### src/rtl/pvu_pkg.sv
// Shared types for the predicated vector unit.
package pvu_pkg;
    typedef enum logic [1:0] {
        OP_ADD  = 2'd0,
        OP_SUB  = 2'd1,
        OP_GTZ  = 2'd2,
        OP_MNOT = 2'd3
    } op_e;

    typedef enum logic [1:0] {
        ST_IDLE  = 2'd0,
        ST_SETUP = 2'd1,
        ST_RUN   = 2'd2
    } st_e;

    function automatic logic is_arith(op_e op);
        return (op == OP_ADD) || (op == OP_SUB);
    endfunction
endpackage

### src/rtl/pvu_alu.sv
// Element datapath: add/subtract result and signed positive test on A.
// Assumes two's complement operands; results wrap modulo 2^EW.
module pvu_alu #(
    parameter int EW = 16
) (
    input  logic [EW-1:0] a,
    input  logic [EW-1:0] b,
    input  logic          sub,
    output logic [EW-1:0] res,
    output logic          pos
);
    // Arithmetic result and positive flag.
    always_comb begin
        res = sub ? (a - b) : (a + b);
        pos = ~a[EW-1] & (|a);
    end
endmodule

### src/rtl/pvu_mask.sv
// Predicate mask register, written one bit per element by mask commands.
// Assumes VLMAX is a power of two so idx addresses every bit.
module pvu_mask
    import pvu_pkg::*;
#(
    parameter int VLMAX = 8,
    localparam int IW = $clog2(VLMAX)
) (
    input  logic             clk,
    input  logic             rst_n,
    input  logic             elem_act,
    input  op_e              op_q,
    input  logic [IW-1:0]    idx,
    input  logic             pos,
    input  logic [VLMAX-1:0] vl_mask,
    output logic [VLMAX-1:0] mask_q
);
    // Update the addressed mask bit for compare or invert commands.
    always_ff @(posedge clk) begin
        if (!rst_n) begin
            mask_q <= '0;
        end else if (elem_act && op_q == OP_GTZ) begin
            mask_q[idx] <= pos;
        end else if (elem_act && op_q == OP_MNOT) begin
            mask_q[idx] <= ~mask_q[idx];
        end
    end

    p_tail_kept_r7: assert property (@(posedge clk) disable iff (!rst_n)
        1'b1 |=> ((mask_q & ~$past(vl_mask)) == ($past(mask_q) & ~$past(vl_mask))));

    p_arith_no_mask_r7: assert property (@(posedge clk) disable iff (!rst_n)
        (elem_act && is_arith(op_q)) |=> $stable(mask_q));
endmodule

### src/rtl/pvu_seq.sv
// Element sequencer: accepts commands while idle, then walks indices either
// densely (all below length) or sparsely (set mask bits only, after a
// one-cycle setup). Assumes VLMAX is a power of two.
module pvu_seq
    import pvu_pkg::*;
#(
    parameter int VLMAX = 8,
    localparam int IW = $clog2(VLMAX),
    localparam int VW = IW + 1
) (
    input  logic             clk,
    input  logic             rst_n,
    input  logic             cmd_valid,
    input  op_e              cmd_op,
    input  logic             cmd_dense,
    input  logic [VW-1:0]    cmd_vl,
    input  logic [VLMAX-1:0] mask_q,
    output logic             busy,
    output logic             elem_act,
    output logic [IW-1:0]    idx,
    output op_e              op_q,
    output logic [VLMAX-1:0] vl_mask
);
    st_e             state;
    logic            dense_q;
    logic [VW-1:0]   vl_q;
    logic [VLMAX-1:0] pend_q;
    logic [VLMAX-1:0] pend_nx;
    logic [VW-1:0]   vl_eff;
    logic [VLMAX-1:0] cmd_vmask;
    logic            sparse;

    function automatic logic [VLMAX-1:0] len_mask(logic [VW-1:0] n);
        logic [VLMAX-1:0] m;
        for (int i = 0; i < VLMAX; i++) m[i] = (VW'(i) < n);
        return m;
    endfunction

    function automatic logic [IW-1:0] lowest(logic [VLMAX-1:0] p);
        logic [IW-1:0] r;
        r = '0;
        for (int i = VLMAX - 1; i >= 0; i--) if (p[i]) r = IW'(i);
        return r;
    endfunction

    // Clamp length, derive masks and the pending set after this element.
    always_comb begin
        vl_eff    = (cmd_vl > VW'(VLMAX)) ? VW'(VLMAX) : cmd_vl;
        cmd_vmask = len_mask(vl_eff);
        vl_mask   = len_mask(vl_q);
        pend_nx   = pend_q & ~(VLMAX'(1) << idx);
        sparse    = dense_q && is_arith(op_q);
        busy      = (state != ST_IDLE);
        elem_act  = (state == ST_RUN);
    end

    // Command capture and index stepping.
    always_ff @(posedge clk) begin
        if (!rst_n) begin
            state   <= ST_IDLE;
            idx     <= '0;
            pend_q  <= '0;
            op_q    <= OP_ADD;
            dense_q <= 1'b0;
            vl_q    <= '0;
        end else begin
            case (state)
                ST_IDLE: if (cmd_valid) begin
                    op_q    <= cmd_op;
                    dense_q <= cmd_dense;
                    vl_q    <= vl_eff;
                    idx     <= '0;
                    pend_q  <= mask_q & cmd_vmask;
                    if (vl_eff != '0)
                        state <= (is_arith(cmd_op) && cmd_dense) ? ST_SETUP : ST_RUN;
                end
                ST_SETUP: begin
                    if (pend_q == '0) state <= ST_IDLE;
                    else begin
                        idx   <= lowest(pend_q);
                        state <= ST_RUN;
                    end
                end
                ST_RUN: begin
                    if (sparse) begin
                        pend_q <= pend_nx;
                        if (pend_nx == '0) state <= ST_IDLE;
                        else idx <= lowest(pend_nx);
                    end else if ({1'b0, idx} == vl_q - 1'b1) begin
                        state <= ST_IDLE;
                    end else begin
                        idx <= idx + 1'b1;
                    end
                end
                default: state <= ST_IDLE;
            endcase
        end
    end

    p_sparse_hits_set_r4: assert property (@(posedge clk) disable iff (!rst_n)
        (elem_act && sparse) |-> (pend_q[idx] && mask_q[idx]));

    p_idx_in_len_r9: assert property (@(posedge clk) disable iff (!rst_n)
        elem_act |-> ({1'b0, idx} < vl_q));
endmodule

### src/rtl/pred_vec_unit.sv
// Top: predicated integer vector unit. Reads operands at rd_idx in the same
// cycle, writes results gated by the mask, and maintains the mask itself.
// Assumes the operand source answers combinationally to rd_idx.
module pred_vec_unit
    import pvu_pkg::*;
#(
    parameter int VLMAX = 8,
    parameter int EW    = 16,
    localparam int IW = $clog2(VLMAX),
    localparam int VW = IW + 1
) (
    input  logic             clk,
    input  logic             rst_n,
    input  logic             cmd_valid,
    input  logic [1:0]       cmd_op,
    input  logic             cmd_dense,
    input  logic [VW-1:0]    cmd_vl,
    output logic             busy,
    output logic [IW-1:0]    rd_idx,
    input  logic [EW-1:0]    opa,
    input  logic [EW-1:0]    opb,
    output logic             wr_en,
    output logic [IW-1:0]    wr_idx,
    output logic [EW-1:0]    wr_data,
    output logic [VLMAX-1:0] mask_q
);
    logic             elem_act;
    logic [IW-1:0]    idx;
    op_e              op_q;
    logic [VLMAX-1:0] vl_mask;
    logic             pos;

    pvu_seq #(.VLMAX(VLMAX)) u_seq (
        .clk(clk), .rst_n(rst_n), .cmd_valid(cmd_valid), .cmd_op(op_e'(cmd_op)),
        .cmd_dense(cmd_dense), .cmd_vl(cmd_vl), .mask_q(mask_q), .busy(busy),
        .elem_act(elem_act), .idx(idx), .op_q(op_q), .vl_mask(vl_mask)
    );

    pvu_alu #(.EW(EW)) u_alu (
        .a(opa), .b(opb), .sub(op_q == OP_SUB), .res(wr_data), .pos(pos)
    );

    pvu_mask #(.VLMAX(VLMAX)) u_mask (
        .clk(clk), .rst_n(rst_n), .elem_act(elem_act), .op_q(op_q), .idx(idx),
        .pos(pos), .vl_mask(vl_mask), .mask_q(mask_q)
    );

    // Port assignments: shared index, mask-gated write enable.
    always_comb begin
        rd_idx = idx;
        wr_idx = idx;
        wr_en  = elem_act && is_arith(op_q) && mask_q[idx];
    end

    p_write_when_busy_r9: assert property (@(posedge clk) disable iff (!rst_n)
        wr_en |-> busy);

    p_write_needs_mask_r3: assert property (@(posedge clk) disable iff (!rst_n)
        wr_en |-> mask_q[wr_idx]);

    p_idle_after_reset_r1: assert property (@(posedge clk)
        !rst_n |=> (!busy && !wr_en));
endmodule

### config.mk
export PLATFORM = sky130hd
export DESIGN_NAME = pred_vec_unit
export DESIGN_NICKNAME = d
export VERILOG_FILES = /design/src/rtl/pvu_pkg.sv /design/src/rtl/pvu_alu.sv /design/src/rtl/pvu_mask.sv /design/src/rtl/pvu_seq.sv /design/src/rtl/pred_vec_unit.sv
export SDC_FILE = /design/constraint.sdc
export NUM_CORES = 1
export LEC_CHECK = 0
export BUFFER_PORTS_ARGS = -buffer_cell sky130_fd_sc_hd__buf_2
export CORE_ASPECT_RATIO = 1.5
export CORE_UTILIZATION = 50
export CTS_BUF_LIST = sky130_fd_sc_hd__clkbuf_8 sky130_fd_sc_hd__clkbuf_16
export CTS_CLUSTER_DIAMETER = 50
export DETAILED_ROUTE_END_ITERATION = 10
export PLACE_DENSITY = 0.84
export SETUP_SLACK_MARGIN = 0.02
export SLEW_MARGIN = 20
export SYNTH_ARGS = -nofsm -noshare
export SYNTH_HDL_FRONTEND = slang
export SYNTH_HIERARCHICAL = 1
export SYNTH_SLANG_ARGS = --single-unit
### constraint.sdc
create_clock -name clk -period 2.8 [get_ports clk]
set_clock_uncertainty 0.2 [all_clocks]
set_input_delay 0 -clock clk [delete_from_list [all_inputs] [get_ports clk]]
set_output_delay 0 -clock clk [all_outputs]
set_load 0.01 [all_outputs]
==> impl_metrics.csv <==
group,metric,value,unit
cells_and_area,nNetsFinal,589,
floorplan,rows,35,
routing,wl,10000,um
cts,path_clk_slew,0.10,ns
cells_and_area,multi_input_area,0.00259,mm2
cts,cts_sinks,28,
global_routing,grtUsageTotal,30.0,%
floorplan,start_util,52.4,%
power,p_per_area,462,mW/mm2
sta,finalWorstSetupSlack,-0.281,ns
routing,route.detailed.drc,0,
cells_and_area,stdcell_count,592,
logic_synthesis,syn_avg_cell_area,7.92,um2
global_routing,grt_pass1_vias,3608,
run_status,status,"finished with violations",
cells_and_area,mostFrequentLayoutCells,"buf_2, nand2_1, inv_1, buf_4, dfxtp_1",
hold_path,hold_class,"in -> out",
run,drv_cap,0,
cts,cts_tree,"done",
power,max-vdd-ir-drop,335,uV
routing,drt-wirelength-per-cell,16.9,um
placement,dp.final_hpwl,7080,um
power,power,1.94,mW
sta,relSlewSlack,70.0,%
routing,firstDrtPassIters,5,
sta,worstMarginPinSlew,0.450,ns
routing,vias_per_cell,6.22,
critical_path,startpoint_type,"flop",
critical_path,end_kind,"output port",
cells_and_area,area_delta_synth_final,29.0,%
global_routing,antenna_found_initial,0,
floorplan,die_h,101,um
cells_and_area,drive_gt1_share,30.5,%
logic_synthesis,yosys_warnings,6,
sta,fin_crit_sh,110,%
cts,clk_latency,0.28,ns
critical_path,crit_path_max_fanout,6,
floorplan,fp.dieArea,0.00685,mm2
cts,cts-buffers-inserted,3,
logic_synthesis,synth_cells,411,
cells_and_area,final.fill_count,482,
sta,finalCriticalPeriod,3.08,ns
cts,cts_root_buffer,"clkbuf_8",
global_routing,grt_start_max_net_pins,25,
floorplan,coreArea,0.00622,mm2
global_routing,grt_first_pass_wirelength,15900,um
logic_synthesis,synth_fp_nets,481,
critical_path,crit_type,"reg -> out",
routing,drt_iter0_drc,258,
routing,ant_nets,0,
power,p_leak,1.83,nW
placement,io_buffers,73,
cells_and_area,regArea,562,um2
placement,post-place-cells,557,
cells_and_area,final_common_cell,"buf_2",
sta,fmaxAchievable,325,MHz
floorplan,ioPinCount,74,
cells_and_area,final_util,67.6,%
cts,h-tree-depth,1,
global_routing,gr-total-overflow,0,
critical_path,crit_arrival,2.88,ns
sta,slew_violations,0,
placement,gp_congestion,0.973,
routing,num_vias,3682,
logic_synthesis,syn_area,0.00326,mm2
cts,cts_buffer_depth,2,
sta,setup_violations,8,
sta,hold_viol_final,0,
cells_and_area,antenna_cells,0,
critical_path,cp_data_required_time,2.60,ns
floorplan,die_w,67.9,um
sta,hold_ws,0.174,ns
run_status,violations,"setup timing",
sta,rsz0062_at_grt,"yes",
## power by group
part / switching [mW] / internal [mW] / total, mW
clock: 0.139 / 0.192 / 0.331
combinational: 0.613 / 0.537 / 1.15
sequential: 0.0357 / 0.425 / 0.461
total: 0.787 / 1.15 / 1.94
## critical path: stages, from the launching register on
cell,delay [ns]
dfxtp_2,0.34
nor2b_4,0.26
buf_6,0.14
mux2i_2,0.08
fa_2,0.35
a21o_1,0.23
a221oi_4,0.31
o22ai_2,0.14
a221o_1,0.35
a21oi_2,0.14
xnor2_1,0.12
buf_2,0.15
## routing by layer
metal	up-vias	track usage (%)	part of all wire, %
li1	1713	-	-
met3	42	4.07	6.8
met2	210	54.6	52
met1	1717	31.5	37
met4	0	17.0	3.9
met5	-	0	0
## timing repair
action,in CTS,in global routing
hold buffers,13,0
setup buffers,8,10
cloned,0,0
pin swaps,20,14
resized for setup,23,12
setup endpoints to repair,6,11
endpoints found under the hold margin,14,0
## registers in the layout (all words and copies together), names as in the netlist
name / count
u_mask/mask_q: 8
u_seq/pend_q: 8
u_seq/vl_q: 4
u_seq/idx: 3
u_seq/op_q: 2
u_seq/state: 2
u_seq/dense_q: 1
## layout make-up
class	instances	area share, %
Clock buffer	3	0.983
Sequential cell	28	13.4
Multi-Input combinational cell	337	61.6
Timing Repair Buffer	121	18.7
Tap cell	74	2.20
Clock inverter	1	0.715
Inverter	28	2.50
## metrics by stage
step,setup slack (ns),setup TNS [ns],area (um2)
CTS,-0.242,-0.815,4090
global route,-0.426,-2.53,4200
global placement,0.0712,0,3740
finish,-0.281,-1.37,4200
detailed placement,-0.00474,-0.00474,3740
floorplan,0.0338,0,3280
## path summary, 6_finish.rpt
path | start | end | slack, ns | depth (start not counted)
max | u_seq/op_q[0] | wr_data[14] | -0.28 | 11
min | opb[0] | wr_data[0] | 0.17 | 4
max reg2reg | u_seq/idx[2] | u_seq/state[0] | 0.62 | 6
min reg2reg | u_seq/dense_q | u_seq/dense_q | 0.32 | 2
No activity file was read; power rests on OpenSTA's default activity.
